[config.mk]
export PLATFORM = sky130hd
export DESIGN_NAME = mtmr_top
export DESIGN_NICKNAME = d
export VERILOG_FILES = /design/src/rtl/mtmr_pkg.sv /design/src/rtl/mtmr_chan.sv /design/src/rtl/mtmr_irq.sv /design/src/rtl/mtmr_top.sv
export SDC_FILE = /design/constraint.sdc
export NUM_CORES = 1
export LEC_CHECK = 0
export BUFFER_PORTS_ARGS = -buffer_cell sky130_fd_sc_hd__buf_4
export CAP_MARGIN = 20
export CORE_ASPECT_RATIO = 1.75
export CORE_MARGIN = 10
export CORE_UTILIZATION = 25
export CTS_CLUSTER_DIAMETER = 150
export DETAILED_ROUTE_END_ITERATION = 12
export PLACE_DENSITY = 0.45
export SYNTH_ARGS = -nofsm -noshare
export SYNTH_HDL_FRONTEND = slang
export SYNTH_SLANG_ARGS = --single-unit
[constraint.sdc]
create_clock -name clk -period 10.7 [get_ports clk]
set_input_delay 1.605 -clock clk [delete_from_list [all_inputs] [get_ports clk]]
set_output_delay 1.605 -clock clk [all_outputs]
set_load 0.02 [all_outputs]
[src/rtl/mtmr_pkg.sv]
package mtmr_pkg;
    localparam int CTL_W = 5;

    typedef struct packed {
        logic       stop;
        logic       up;
        logic [2:0] mode;
    } ctl_t;

    localparam logic [2:0] MODE_ZERO    = 3'd0;
    localparam logic [2:0] MODE_FOREVER = 3'd7;
    localparam ctl_t       CTL_RESET    = '{stop: 1'b1, up: 1'b0, mode: MODE_ZERO};
endpackage

[src/rtl/mtmr_chan.sv]
module mtmr_chan
    import mtmr_pkg::*;
#(
    parameter int CNT_W     = 16,
    parameter bit HAS_MATCH = 1'b1
) (
    input  logic             clk,
    input  logic             rst_n,
    input  logic             wr_cnt_i,
    input  logic             wr_div_i,
    input  logic             wr_ctl_i,
    input  logic [CNT_W-1:0] wdata_i,
    input  logic [CNT_W-1:0] term_val_i,
    output logic [CNT_W-1:0] cnt_o,
    output logic [CNT_W-1:0] div_o,
    output ctl_t             ctl_o,
    output logic             hit_o
);
    typedef struct packed {
        logic [CNT_W-1:0] cnt;
        logic [CNT_W-1:0] div;
        logic [CNT_W-1:0] pre;
        ctl_t             ctl;
    } chan_st_t;

    chan_st_t         st_d, st_q;
    logic             step;
    logic [CNT_W-1:0] nxt;

    always_comb begin
        st_d  = st_q;
        hit_o = 1'b0;
        step  = !st_q.ctl.stop && (st_q.pre == st_q.div);
        nxt   = st_q.ctl.up ? st_q.cnt + 1'b1 : st_q.cnt - 1'b1;

        if (st_q.ctl.stop || step) st_d.pre = '0;
        else                       st_d.pre = st_q.pre + 1'b1;

        if (step) begin
            st_d.cnt = nxt;
            if (st_q.ctl.mode == MODE_ZERO) begin
                if (nxt == '0) st_d.ctl.stop = 1'b1;
            end else if (HAS_MATCH && st_q.ctl.mode != MODE_FOREVER) begin
                if (nxt == term_val_i) begin
                    st_d.ctl.stop = 1'b1;
                    hit_o         = 1'b1;
                end
            end
        end

        if (wr_cnt_i) st_d.cnt = wdata_i;
        if (wr_div_i) st_d.div = wdata_i;
        if (wr_ctl_i) begin
            st_d.ctl = ctl_t'(wdata_i[CTL_W-1:0]);
            st_d.pre = '0;
        end
    end

    always_ff @(posedge clk or negedge rst_n) begin
        if (!rst_n) begin
            st_q.cnt <= '0;
            st_q.div <= '0;
            st_q.pre <= '0;
            st_q.ctl <= CTL_RESET;
        end else begin
            st_q <= st_d;
        end
    end

    assign cnt_o = st_q.cnt;
    assign div_o = st_q.div;
    assign ctl_o = st_q.ctl;
endmodule

[src/rtl/mtmr_irq.sv]
module mtmr_irq #(
    parameter int N_EVT = 6
) (
    input  logic             clk,
    input  logic             rst_n,
    input  logic [N_EVT-1:0] set_i,
    input  logic             wr_stat_i,
    input  logic             wr_mask_i,
    input  logic [N_EVT-1:0] wdata_i,
    output logic [N_EVT-1:0] stat_o,
    output logic [N_EVT-1:0] mask_o,
    output logic             irq_o
);
    typedef struct packed {
        logic [N_EVT-1:0] stat;
        logic [N_EVT-1:0] mask;
    } irq_st_t;

    irq_st_t st_d, st_q;

    always_comb begin
        st_d = st_q;
        if (wr_stat_i) st_d.stat = st_q.stat & ~wdata_i;
        st_d.stat = st_d.stat | set_i;
        if (wr_mask_i) st_d.mask = wdata_i;
    end

    always_ff @(posedge clk or negedge rst_n) begin
        if (!rst_n) st_q <= '0;
        else        st_q <= st_d;
    end

    assign stat_o = st_q.stat;
    assign mask_o = st_q.mask;
    assign irq_o  = |(st_q.stat & st_q.mask);
endmodule

[src/rtl/mtmr_top.sv]
module mtmr_top
    import mtmr_pkg::*;
#(
    parameter int CNT_W   = 16,
    parameter int N_CHAN  = 2,
    parameter int N_MATCH = 6,
    parameter int ADDR_W  = 8,
    parameter int DATA_W  = 32
) (
    input  logic              clk,
    input  logic              rst_n,
    input  logic              bus_sel,
    input  logic              bus_wr,
    input  logic [ADDR_W-1:0] bus_addr,
    input  logic [DATA_W-1:0] bus_wdata,
    output logic [DATA_W-1:0] bus_rdata,
    output logic              irq_o
);
    localparam int REG_B      = 4;
    localparam int CHAN_B     = 3 * REG_B;
    localparam int MATCH_BASE = N_CHAN * CHAN_B;
    localparam int STAT_ADDR  = MATCH_BASE + N_MATCH * REG_B;
    localparam int MASK_ADDR  = STAT_ADDR + REG_B;

    logic             wr_en;
    logic [CNT_W-1:0] cnt_w [N_CHAN];
    logic [CNT_W-1:0] div_w [N_CHAN];
    ctl_t             ctl_w [N_CHAN];
    logic             hit_w [N_CHAN];
    logic             wr_cnt_w [N_CHAN];
    logic             wr_ctl_w [N_CHAN];
    logic [CNT_W-1:0] match_d [N_MATCH];
    logic [CNT_W-1:0] match_q [N_MATCH];
    logic [CNT_W-1:0] term_val;
    logic [N_MATCH-1:0] set_vec, stat_w, mask_w;
    logic             unused_hi;

    assign wr_en     = bus_sel && bus_wr;
    assign unused_hi = &{1'b0, bus_wdata[DATA_W-1:CNT_W]};

    // compare value selected by channel 0's end mode
    always_comb begin
        term_val = '0;
        for (int n = 0; n < N_MATCH; n++)
            if (ctl_w[0].mode == 3'(n + 1)) term_val = match_q[n];
    end

    always_comb begin
        set_vec = '0;
        for (int n = 0; n < N_MATCH; n++)
            if (hit_w[0] && ctl_w[0].mode == 3'(n + 1)) set_vec[n] = 1'b1;
    end

    for (genvar c = 0; c < N_CHAN; c++) begin : g_chan
        localparam logic [ADDR_W-1:0] A_CNT = ADDR_W'(c * CHAN_B);
        localparam logic [ADDR_W-1:0] A_DIV = ADDR_W'(c * CHAN_B + REG_B);
        localparam logic [ADDR_W-1:0] A_CTL = ADDR_W'(c * CHAN_B + 2 * REG_B);
        logic wr_div;

        assign wr_cnt_w[c] = wr_en && bus_addr == A_CNT;
        assign wr_div      = wr_en && bus_addr == A_DIV;
        assign wr_ctl_w[c] = wr_en && bus_addr == A_CTL;

        mtmr_chan #(.CNT_W(CNT_W), .HAS_MATCH(c == 0)) u_chan (
            .clk       (clk),
            .rst_n     (rst_n),
            .wr_cnt_i  (wr_cnt_w[c]),
            .wr_div_i  (wr_div),
            .wr_ctl_i  (wr_ctl_w[c]),
            .wdata_i   (bus_wdata[CNT_W-1:0]),
            .term_val_i(term_val),
            .cnt_o     (cnt_w[c]),
            .div_o     (div_w[c]),
            .ctl_o     (ctl_w[c]),
            .hit_o     (hit_w[c])
        );
    end

    always_comb begin
        for (int n = 0; n < N_MATCH; n++) begin
            match_d[n] = match_q[n];
            if (wr_en && bus_addr == ADDR_W'(MATCH_BASE + n * REG_B))
                match_d[n] = bus_wdata[CNT_W-1:0];
        end
    end

    always_ff @(posedge clk or negedge rst_n) begin
        if (!rst_n) begin
            for (int n = 0; n < N_MATCH; n++) match_q[n] <= '0;
        end else begin
            for (int n = 0; n < N_MATCH; n++) match_q[n] <= match_d[n];
        end
    end

    mtmr_irq #(.N_EVT(N_MATCH)) u_irq (
        .clk      (clk),
        .rst_n    (rst_n),
        .set_i    (set_vec),
        .wr_stat_i(wr_en && bus_addr == ADDR_W'(STAT_ADDR)),
        .wr_mask_i(wr_en && bus_addr == ADDR_W'(MASK_ADDR)),
        .wdata_i  (bus_wdata[N_MATCH-1:0]),
        .stat_o   (stat_w),
        .mask_o   (mask_w),
        .irq_o    (irq_o)
    );

    always_comb begin
        bus_rdata = '0;
        for (int c = 0; c < N_CHAN; c++) begin
            if (bus_addr == ADDR_W'(c * CHAN_B))
                bus_rdata = DATA_W'(cnt_w[c]);
            if (bus_addr == ADDR_W'(c * CHAN_B + REG_B))
                bus_rdata = DATA_W'(div_w[c]);
            if (bus_addr == ADDR_W'(c * CHAN_B + 2 * REG_B))
                bus_rdata = DATA_W'(ctl_w[c]);
        end
        for (int n = 0; n < N_MATCH; n++)
            if (bus_addr == ADDR_W'(MATCH_BASE + n * REG_B))
                bus_rdata = DATA_W'(match_q[n]);
        if (bus_addr == ADDR_W'(STAT_ADDR)) bus_rdata = DATA_W'(stat_w);
        if (bus_addr == ADDR_W'(MASK_ADDR)) bus_rdata = DATA_W'(mask_w);
    end
endmodule

### Word-level counts from Yosys, hierarchy flattened

Cells that the tools add are included.

* RAM bits: 0
* memories: 0
* latch bits: 0
* input port bits: 44
* register bits: 214
* bits in read-only memories: 0
* output and inout port bits: 33

* equality and inequality tests: 24
* multiplexer cells: 49
* reductions and logical operators: 43
* shifts and indexed selects: 0
* order comparisons: 0
* bitwise operators: 4
* add/subtract/negate cells: 6
* div/mod/pow operators: 0
* multipliers: 0

Operator list (number)
* $mux 32: 13
* $mux 16: 15
* $add 16x1->16 const B: 4
* $eq 16x16->1: 3
* $eq 8x6->1 const B: 6
* $mux 21: 2
* $eq 8x5->1 const B: 4
* $logic_not 16->1: 2
* $sub 16x1->16 const B: 2
* $logic_and 1x1->1: 23
* $mux 1: 18
* $eq 8x4->1 const B: 2
* $and 6x6->6: 2
* $reduce_bool 2->1: 6
* $eq 3x3->1 const B: 3
* $eq 8x3->1 const B: 1
* $logic_not 8->1: 1
* $eq 3x2->1 const B: 2
* $logic_not 3->1: 2
* $mux 6: 1
* $not 6->6: 1
* $or 6x6->6: 1
* $reduce_bool 3->1: 2
* $reduce_or 6->1: 1
* other kinds (7): 9

### Depth between registers and ports, before layout

Gate-level depths: netlist of the first run.

* depth after elaboration: 15
* depth in mapped cells: 12

### By module

Synthesis of the first run repeated with hierarchy kept, for this count alone.

* cell total of the unflattened synthesis: 1551
* area, all modules: 14946.8 µm²

By module, submodules not included
* mtmr_top: area an instance 6910.4 µm², times used 1, cells each 718, sequential area each 2402.3 µm²
* mtmr_chan at g_chan[0].u_chan: area an instance 3985.1 µm², times used 1, cells each 431, sequential area each 1327.5 µm²
* mtmr_chan at g_chan[1].u_chan: area an instance 3554.7 µm², times used 1, cells each 367, sequential area each 1327.5 µm²
* mtmr_irq: area an instance 496.7 µm², times used 1, cells each 35, sequential area each 300.3 µm²

### Worst setup path after synthesis of the first run

Ideal clock, no wire load.

* kind: input -> output
* start point: input port bus_addr[3]
* end point: output port bus_rdata[10]
* data arrival time: 3658 ps
* stages: 10
* slack: 5437 ps
* path through: nor4b_2 inv_1 nor2_1 clkbuf_1 a22oi_1 a31oi_1 a21oi_1 a21oi_1 a21oi_1 nand2_1

* cells in the longest elaborated chain, start to end: 15
* elaborated cells on any way between the ends: 28
* classes of those cells: eq/ne (13); mux (14); reduce/logical (1)

Ends and longest elaborated chain
* start, declared: line mtmr_top.sv:14 `input logic [ADDR_W-1:0] bus_addr,`
* $logic_not 8->1: line mtmr_top.sv:110 `if (bus_addr == ADDR_W'(c * CHAN_B))`
* $mux 16: line mtmr_top.sv:110
* $mux 32: line mtmr_top.sv:112 `if (bus_addr == ADDR_W'(c * CHAN_B + REG_B))`
* $mux 32: line mtmr_top.sv:114 `if (bus_addr == ADDR_W'(c * CHAN_B + 2 * REG_B))`
* $mux 32: line mtmr_top.sv:110
* $mux 32: line mtmr_top.sv:112
* $mux 32: line mtmr_top.sv:114
* $mux 32 (6 in series): line mtmr_top.sv:118 `if (bus_addr == ADDR_W'(MATCH_BASE + n * REG_B))`
* $mux 32: line mtmr_top.sv:120 `if (bus_addr == ADDR_W'(STAT_ADDR)) bus_rdata = DATA_W'(stat_w);`
* $mux 32 (*): line mtmr_top.sv:121 `if (bus_addr == ADDR_W'(MASK_ADDR)) bus_rdata = DATA_W'(mask_w);`
* end, declared: line mtmr_top.sv:16 `output logic [DATA_W-1:0] bus_rdata,`

Every way passes the cells marked *; elsewhere a longest branch is shown, timed or not.

### Worst setup path in the final report of the first run

* start point: input port bus_addr[2]
* end point: output port bus_rdata[5]

The elaborated chain is that of the path after synthesis.

==> results of run 1 <==
## flip-flops by register name, summed over array words and instances, names as in the netlist
name and cells:
match_q 96, g_chan.u_chan.cnt_o 32, g_chan.u_chan.div_o 32, g_chan.u_chan.st_q 32
g_chan.u_chan.ctl_o 10, u_irq.mask_o 6, u_irq.stat_o 6
## critical path, cell delays in order
cell,delay (ps)
buf_4,140
nor4b_2,150
buf_4,180
inv_1,100
nor2_1,50
buf_4,210
a22o_1,230
a211oi_1,650
o21ai_0,220
a221o_1,310
mux2i_1,160
nand3_1,120
buf_4,180
## per-layer routing
metal | vias up | share of wire (%) | track usage (%)
met5 | - | 0 | 0
met4 | 0 | 5.3 | 7.66
met3 | 77 | 3.6 | 1.67
met2 | 242 | 55 | 29.0
met1 | 5156 | 36 | 16.1
li1 | 4700 | - | -
## cells in the mapped netlist (6+ instances only)
| cell type | number | area share, % |
|---|---|---|
| nor2b_1 | 7 | 0.34 |
| mux2_2 | 159 | 14 |
| mux2i_1 | 43 | 3.3 |
| xor2_1 | 50 | 3.4 |
| xnor2_1 | 45 | 3.0 |
| a211oi_1 | 7 | 0.41 |
| nor2_1 | 115 | 3.3 |
| a21oi_1 | 91 | 3.5 |
| clkbuf_1 | 54 | 1.6 |
| nand3_1 | 28 | 1.1 |
| buf_4 | 16 | 0.93 |
| inv_1 | 17 | 0.49 |
| dfrtp_1 | 212 | 41 |
| nand4_1 | 20 | 0.97 |
| a221oi_1 | 17 | 1.2 |
| o21bai_1 | 6 | 0.35 |
| and3_1 | 11 | 0.53 |
| o21ai_0 | 42 | 1.6 |
| o211ai_1 | 8 | 0.46 |
| a31oi_1 | 12 | 0.58 |
| a21o_1 | 9 | 0.52 |
| nor4_1 | 11 | 0.53 |
| buf_1 | 8 | 0.23 |
| or3_1 | 9 | 0.44 |
| buf_2 | 9 | 0.35 |
| a22oi_1 | 52 | 3.0 |
| ha_1 | 32 | 3.1 |
| nor3_1 | 12 | 0.46 |
| nand2_1 | 91 | 2.6 |
## stage by stage
step / setup WS (ps) / power (mW)
2_1_floorplan: 5440 / 1.87
3_3_place_gp: 4850 / 2.20
3_5_place_dp: 4850 / 2.22
4_1_cts: 4800 / 3.09
5_1_grt: 4720 / 3.26
6_report: 4780 / 3.07
## report_power, final
part           internal, mW  total (mW)  switching (mW)
Sequential            0.907        1.03           0.122
Clock                 0.499       0.855           0.356
Combinational         0.480        1.18           0.700
## final cells by class
class                           count  area [sq um]
Clock buffer                       35           693
Clock inverter                      9           101
Sequential cell                   214          5360
Timing Repair Buffer               63           488
Tap cell                          672           841
Fill cell                        5347         36600
Inverter                           17          63.8
Multi-Input combinational cell    978          7160
## cells in the final DEF (no fill, tap or decap), types with 9 or more instances in the layout
| cell | instances |
|---|---|
| xnor2_1 | 45 |
| nand3_1 | 28 |
| a221oi_1 | 17 |
| nor3_1 | 11 |
| conb_1 | 16 |
| or3_1 | 9 |
| a31oi_1 | 12 |
| buf_4 | 61 |
| nor4_1 | 11 |
| dfrtp_1 | 211 |
| nor2_1 | 110 |
| nand4_1 | 20 |
| mux2i_1 | 43 |
| clkbuf_16 | 25 |
| a21oi_1 | 91 |
| a22oi_1 | 52 |
| ha_1 | 32 |
| o21ai_0 | 42 |
| a21o_1 | 9 |
| inv_1 | 17 |
| and3_1 | 11 |
| nand2_1 | 91 |
| xor2_1 | 50 |
| mux2_2 | 159 |
## worst paths after layout
| kind | start | to | slack, ps | cells past startpoint |
|---|---|---|---|---|
| max reg2reg | g_chan[0].u_chan.ctl_o[3] | g_chan[0].u_chan.ctl_o[4] | 6290 | 11 |
| max in group asynchronous | rst_n | g_chan[1].u_chan.div_o[12] | 8100 | 2 |
| min in group asynchronous | rst_n | match_q[32] | 1120 | 1 |
| min reg2reg | u_irq.stat_o[2] | u_irq.stat_o[2] | 500 | 2 |
| min | u_irq.stat_o[2] | u_irq.stat_o[2] | 500 | 2 |
| max | bus_addr[2] | bus_rdata[5] | 4780 | 13 |
## cell families after synthesis
group / share of synthesized area, %
simple gates: 12.6
xor+xnor: 6.61
compound gates: 14.8
fa+ha+maj: 3.41
other cells: 0.0290
mux: 17.4
flops: 41.5
buf+inv: 3.74
==> flow_metrics.py, run 1 <==
metrics = {
    "run_status": {
        "status": "completed",
    },
    "sta": {
        "setup_viol": 0,
        "whs_ps": 498,
        "hold_violations": 0,
        "slew_headroom_pct": 27.3,
        "fin_crit_sh_pct": 55.3,
        "rsz0062_at_grt": "no",
        "fmax_mhz": 169,
        "slew_viol_final": 0,
        "tightest_slew_ps": 1090,
        "timing.setup.tns_ps": 0,
        "period_minus_slack_ps": 5920,
        "clock_skew_ps": 15.6,
    },
    "routing": {
        "drc_errors": 0,
        "vias_per_cell": 5.12,
        "drt-initial-drc-count": 653,
        "wirelength_mm": 47.5,
        "ant_nets": 0,
        "drt_first_pass_iters": 5,
        "wire_per_inst_um": 23.9,
        "via_count": 10175,
    },
    "clocking": {
        "h-tree-depth": 1,
        "clock-sinks": 214,
        "numCtsBuffers": 24,
        "clkLatencyLatePin_ps": 540,
        "root_buffer": "clkbuf_16",
        "post_cts_buffers": 0,
        "clkTransAtPathRegs_ps": 70,
        "cts_resized": 0,
        "tritoncts": "yes",
        "cts.path.max_buffers": 3,
        "cts_hold_buf": 0,
    },
    "floorplanning": {
        "rows": 110,
        "die_h_um": 321,
        "start_util_pct": 25.2,
        "core-area_sq_um": 51300,
        "pin_count": 77,
        "dieArea_sq_um": 61600,
        "die_w_um": 192,
    },
    "finish": {
        "postLayoutCoreUtil_pct": 28.6,
        "fin_nets": 1376,
        "layout.cells.non_filler": 1988,
        "diodes": 0,
        "drive_above_1_share_pct": 21.9,
        "syn2layout_area_growth_pct": 13.8,
        "finalInstanceArea_sq_um": 14700,
    },
    "synthesis": {
        "ys_seq_area_share_pct": 41.5,
        "syn_avg_cell_area_sq_um": 10.1,
        "ys_ff_latch": 214,
        "ys_warn_count": 0,
        "synth_flop_cell": "dfrtp_1",
        "syn_area_sq_um": 12900,
        "synth_edf_count": 0,
        "syn_inst": 1284,
        "synth.distinct_cells": 73,
        "async_flop_share_pct": 100,
    },
    "critical_path": {
        "required_ps": 9100,
        "start_kind": "primary input",
        "arrival_ps": 4310,
        "crit_path_end_kind": "output port",
        "worstSetupPathType": "primary input to output port",
        "path_max_fanout": 17,
    },
    "place": {
        "numPlacedInstances": 1943,
        "place_area_sq_um": 13900,
        "portBuffers": 44,
        "dp_hpwl_mm": 34.7,
        "globalplace.congestion": 0.844,
    },
    "power": {
        "leakage_nw": 6.53,
        "ir_drop_mv": 0.118,
        "power.density_nw_per_um2": 208,
    },
    "flow_run": {
        "cap_viol_max_count": 0,
    },
    "grt": {
        "antenna_found_initial": 0,
        "grt_pass1_wl_mm": 70.4,
        "first_global_vias": 10485,
        "grt_use_total_pct": 15.3,
        "grt_max_degree": 103,
        "gr-total-overflow": 0,
    },
    "hold_path": {
        "hp-class": "flop to flop",
    },
}
Note: power is estimated with default switching activity, not from simulation.
==> run 2: changes to the inputs <==
--- a/config.mk
+++ b/config.mk
@@ -12,7 +12,7 @@
 export CORE_UTILIZATION = 25
 export CTS_CLUSTER_DIAMETER = 150
 export DETAILED_ROUTE_END_ITERATION = 12
-export PLACE_DENSITY = 0.45
+export PLACE_DENSITY = 0.46
 export SYNTH_ARGS = -nofsm -noshare
 export SYNTH_HDL_FRONTEND = slang
 export SYNTH_SLANG_ARGS = --single-unit
==> constraint.sdc (replaced) <==
create_clock -name clk -period 5.01 [get_ports clk]
set_input_delay 0.7515 -clock clk [delete_from_list [all_inputs] [get_ports clk]]
set_output_delay 0.7515 -clock clk [all_outputs]
set_load 0.02 [all_outputs]
==> run 2 against run 1 <==
Clock skew shrank 6.4 ps. Setup slack lost 3900 ps. Via count grew 1.4%. Hold slack lost 350 ps. Clock power grew 100%. Non-clock buffer count grew 13. Critical path type unchanged. Critical endpoint unchanged. Largest power group unchanged.
==> flow_metrics.py, run 2 (synthesized netlist as in run 1, its figures left out) <==
metrics = {
    "floorplanning": {
        "start_util_pct": 25.2,
        "die_w_um": 192,
        "dieArea_sq_um": 61600,
        "core-area_sq_um": 51300,
        "die_h_um": 321,
        "rows": 110,
        "pin_count": 77,
    },
    "clocking": {
        "clkTransAtPathRegs_ps": 60,
        "post_cts_buffers": 0,
        "cts_resized": 0,
        "cts.path.max_buffers": 3,
        "h-tree-depth": 1,
        "clkLatencyLatePin_ps": 530,
        "root_buffer": "clkbuf_16",
        "tritoncts": "yes",
        "clock-sinks": 214,
        "cts_hold_buf": 0,
        "numCtsBuffers": 23,
    },
    "routing": {
        "met1Wirelength_mm": 17.7,
        "drc_errors": 0,
        "ant_nets": 0,
        "wirelength_mm": 47.2,
        "drt_first_pass_iters": 5,
        "wire_per_inst_um": 23.7,
        "via_count": 10319,
        "routed-wl-met3_mm": 1.61,
        "dr_wl_met2_mm": 24.9,
        "routed.top_layer": "met4",
        "drt-initial-drc-count": 660,
        "vias_per_cell": 5.17,
    },
    "finish": {
        "layout_common_cells": "dfrtp_1, mux2_2, nor2_1",
        "diodes": 0,
        "drive_above_1_share_pct": 22.4,
        "largest_reg_flops": 96,
        "layout.cells.non_filler": 1996,
        "final_common_cell": "dfrtp_1",
        "regMostFlops": "match_q",
        "finalInstanceArea_sq_um": 14800,
        "syn2layout_area_growth_pct": 14.1,
        "postLayoutCoreUtil_pct": 28.7,
        "fin_nets": 1388,
    },
    "sta": {
        "tightest_slew_ps": 1110,
        "rsz0062_at_grt": "no",
        "slew_headroom_pct": 25.9,
        "setup_slack_ps": 887,
        "fin_crit_sh_pct": 82.3,
        "setup_viol": 0,
        "period_minus_slack_ps": 4120,
        "clock_skew_ps": 9.16,
        "slew_viol_final": 0,
        "fmax_mhz": 243,
        "timing.setup.tns_ps": 0,
        "hold_violations": 0,
        "whs_ps": 147,
    },
    "critical_path": {
        "crit_path_top_delay_cell": "a211oi_1",
        "path_max_fanout": 17,
        "crit_path_end_kind": "output port",
        "max_stage_delay_ps": 570,
        "cpMostUsedCell": "buf_4",
        "path_cells": "buf_4 > nor4b_2 > buf_4 > inv_1 > nor2_1 > buf_4 > a22o_1 > a211oi_1 > o21ai_0 > a221o_1 > mux2i_1 > nand3_1 > buf_4",
        "start_kind": "primary input",
        "worstSetupPathType": "primary input to output port",
        "arrival_ps": 3370,
        "required_ps": 4260,
    },
    "power": {
        "leakage_nw": 6.57,
        "ir_drop_mv": 0.191,
        "finalPower_mw": 6.49,
        "power.density_nw_per_um2": 440,
    },
    "grt": {
        "grt_pass1_wl_mm": 70.1,
        "grt_use_total_pct": 15.2,
        "gr-total-overflow": 0,
        "grt_max_degree": 118,
        "antenna_found_initial": 0,
        "first_global_vias": 10566,
    },
    "flow_run": {
        "cap_viol_max_count": 0,
    },
    "place": {
        "portBuffers": 44,
        "globalplace.congestion": 0.874,
        "dp_hpwl_mm": 34.9,
        "place_area_sq_um": 14000,
        "place_ws_ps": 923,
        "numPlacedInstances": 1957,
    },
    "run_status": {
        "status": "completed",
    },
    "hold_path": {
        "hp-class": "primary input to async pin",
    },
}
-- run 2: cell type report --
class / instances / area, sq um
Inverter: 17 / 63.8
Fill cell: 5395 / 36600
Timing Repair Buffer: 76 / 591
Multi-Input combinational cell: 978 / 7150
Tap cell: 672 / 841
Sequential cell: 214 / 5360
Clock buffer: 32 / 679
Clock inverter: 7 / 68.8
-- run 2: power breakdown --
| part | total (mW) | internal, mW | switching [mW] |
|---|---|---|---|
| logic | 2.53 | 1.06 | 1.47 |
| clock network | 1.73 | 0.995 | 0.734 |
| registers | 2.23 | 1.94 | 0.296 |
| total | 6.49 | 3.99 | 2.50 |
-- run 2: final timing paths --
kind,slack [ps],to,startpoint,cells past startpoint
max reg2reg,960,g_chan[0].u_chan.ctl_o[4],g_chan[0].u_chan.ctl_o[3],11
max in group asynchronous,3770,g_chan[0].u_chan.st_q[15],rst_n,2
min,150,match_q[19],rst_n,1
max,890,bus_rdata[5],bus_addr[2],13
min in group clk,510,u_irq.stat_o[5],u_irq.stat_o[5],2
min reg2reg,510,u_irq.stat_o[5],u_irq.stat_o[5],2
-- run 2: routing by layer --
layer / up-vias / track usage, %
li1: 4710 / -
met1: 5247 / 16.5
met2: 268 / 27.6
met3: 94 / 1.33
met4: 0 / 9.20
met5: - / 0
-- run 2: critical path, delay by kind of cell --
family	cells	cell delay, ps
buf+inv	5	820
compound gates	4	1330
mux	1	130
simple gates	3	310
==> run 3: changes to the inputs <==
--- a/config.mk
+++ b/config.mk
@@ -12,7 +12,7 @@
 export CORE_UTILIZATION = 25
 export CTS_CLUSTER_DIAMETER = 150
 export DETAILED_ROUTE_END_ITERATION = 12
-export PLACE_DENSITY = 0.46
+export PLACE_DENSITY = 0.45
 export SYNTH_ARGS = -nofsm -noshare
 export SYNTH_HDL_FRONTEND = slang
 export SYNTH_SLANG_ARGS = --single-unit
==> constraint.sdc (replaced) <==
create_clock -name clk -period 3.8 [get_ports clk]
set_input_delay 0.57 -clock clk [delete_from_list [all_inputs] [get_ports clk]]
set_output_delay 0.57 -clock clk [all_outputs]
set_load 0.02 [all_outputs]
==> run 3 against run 2 <==
Critical path depth down 4. Clock skew grew 27 ps. Die area did not move. Clock power up 38%. Cell area grew 2.8%. First-iteration DRC count is 2.4% lower. Critical endpoint is now g_chan[0].u_chan.ctl_o[4]. Routed wire length grew 2.8%. Highest routed layer unchanged. Final cell count grew 2.4%. Combinational power grew 39%. Hold slack gained 260 ps. Sequential power is 30% higher.
==> flow_metrics.py, run 3 (synthesized netlist as in run 1, its figures left out) <==
metrics = {
    "run_status": {
        "status": "completed",
    },
    "routing": {
        "vias_per_cell": 5.11,
        "ant_nets": 0,
        "wire_per_inst_um": 23.8,
        "drt-initial-drc-count": 644,
        "drt_first_pass_iters": 5,
        "drc_errors": 0,
        "via_count": 10433,
        "wirelength_mm": 48.6,
    },
    "clocking": {
        "numCtsBuffers": 22,
        "clkLatencyLatePin_ps": 550,
        "clock-sinks": 214,
        "h-tree-depth": 1,
        "tritoncts": "yes",
        "cts.path.max_buffers": 3,
        "clkTransAtPathRegs_ps": 70,
        "post_cts_buffers": 0,
        "root_buffer": "clkbuf_16",
    },
    "power": {
        "clkPwrFrac_pct": 27.2,
        "ir_drop_mv": 0.282,
        "pwr-share-comb_pct": 39.9,
        "switching_power_mw": 3.31,
        "pwr-share-seq_pct": 32.9,
        "leakage_nw": 6.82,
        "p_int_mw": 5.48,
        "power.density_nw_per_um2": 579,
        "swShare_pct": 37.7,
    },
    "finish": {
        "final_common_cell": "dfrtp_1",
        "regArea_sq_um": 5360,
        "postLayoutCoreUtil_pct": 29.6,
        "layout_common_cells": "dfrtp_1, mux2_2, buf_4",
        "regMostFlops": "match_q",
        "fillCellCount": 5363,
        "multi_input_area_sq_um": 7160,
        "diodes": 0,
        "drive_above_1_share_pct": 24.9,
        "syn2layout_area_growth_pct": 17.4,
        "fin_nets": 1433,
        "largest_reg_flops": 96,
    },
    "grt": {
        "grt_pass1_wl_mm": 71.9,
        "top_usage_layer": "met2",
        "met1_usage_pct": 16.1,
        "use_met3_pct": 1.52,
        "first_global_vias": 10891,
        "grt_max_degree": 69,
        "gr-total-overflow": 0,
        "antenna_found_initial": 0,
        "use_met2_pct": 28.9,
        "grt_use_total_pct": 15.6,
    },
    "critical_path": {
        "path_max_fanout": 6,
        "arrival_ps": 4070,
        "timing.rr.start": "g_chan[0].u_chan.cnt_o[1]",
        "crit_path_end_kind": "flop",
        "r2r_setup_slack_ps": 190,
        "required_ps": 4250,
        "worstSetupPathType": "flop to flop",
        "reg2regPathDepth": 9,
        "r2r_end": "g_chan[0].u_chan.ctl_o[4]",
        "start_kind": "flop",
    },
    "floorplanning": {
        "dieArea_sq_um": 61600,
        "die_w_um": 192,
        "core-area_sq_um": 51300,
        "die_h_um": 321,
        "rows": 110,
        "pin_count": 77,
        "start_util_pct": 25.2,
    },
    "sta": {
        "tightest_slew_ps": 1050,
        "slew_viol_final": 0,
        "hold_violations": 0,
        "setup_viol": 0,
        "period_minus_slack_ps": 3610,
        "timing.setup.tns_ps": 0,
        "fmax_mhz": 277,
        "rsz0062_at_grt": "no",
        "slew_headroom_pct": 29.7,
        "clock_skew_ps": 36.5,
        "fin_crit_sh_pct": 95.0,
    },
    "flow_run": {
        "cap_viol_max_count": 0,
    },
    "place": {
        "portBuffers": 44,
        "dp_hpwl_mm": 36.5,
        "globalplace.congestion": 0.855,
    },
    "hold_path": {
        "min_to": "g_chan[0].u_chan.cnt_o[6]",
        "worstHoldStart": "bus_wdata[6]",
        "hp-class": "primary input to flop",
        "holdPathStages": 3,
    },
}
## run 3: per-layer routing
metal,share of wire (%),vias to the layer above
li1,-,4796
met1,35,5290
met4,6.9,0
met2,54,265
met5,0,-
met3,3.7,82
## run 3: power by group through the flow
stage	sequential, mW	clock (mW)	combinational (mW)
global route	2.93	2.53	3.87
finish	2.89	2.39	3.51
detailed placement	2.93	0	3.50
global placement	2.93	0	3.44
CTS	2.89	2.45	3.52
floorplan	2.78	0	2.49
## run 3: how the worst max path moves through the flow
| stage | end | start |
|---|---|---|
| final | g_chan[0].u_chan.ctl_o[4] | g_chan[0].u_chan.cnt_o[1] |
| after global routing | g_chan[0].u_chan.ctl_o[4] | g_chan[0].u_chan.ctl_o[3] |
| after CTS | g_chan[0].u_chan.ctl_o[4] | g_chan[0].u_chan.ctl_o[3] |
| after detailed placement | g_chan[0].u_chan.ctl_o[4] | g_chan[0].u_chan.cnt_o[1] |
| after global placement | g_chan[0].u_chan.ctl_o[4] | g_chan[0].u_chan.cnt_o[1] |
| after floorplan | g_chan[0].u_chan.ctl_o[4] | g_chan[0].u_chan.ctl_o[3] |
## run 3: critical path, cell delays in order (launching register included)
cell      delay, ps
dfrtp_1         460
fa_1            460
a211o_1         410
a211o_2         320
a211oi_1        610
xnor2_1         190
nand4_1         120
or4_4           540
o311a_1         360
o21ai_2          60
## run 3: repair_timing
action / CTS / global route
hold buffers: 1 / 0
endpoints found under the setup margin: 0 / 4
gates resized for setup: 0 / 4
hold endpoints to repair: 4 / 0
## run 3: cell type report
| class | instances | area share, % |
|---|---|---|
| inverters | 17 | 0.421 |
| clock buffers | 34 | 4.32 |
| flip-flops and latches | 214 | 35.3 |
| clock inverters | 6 | 0.767 |
| repair buffers | 122 | 6.43 |
| multi-input cells | 978 | 47.2 |
| well taps | 672 | 5.54 |
## run 3: through the flow
stage	total power, mW	area, sq um	hold WS [ps]	std cells	worst slack, ps
after detailed placement	6.43	14400	485	2002	148
after global placement	6.37	14400	479	2002	198
after global routing	9.33	15200	419	2043	53.8
final	8.79	15200	407	2043	189
after floorplan	5.27	13000	274	1299	270
after CTS	8.86	15200	391	2043	130
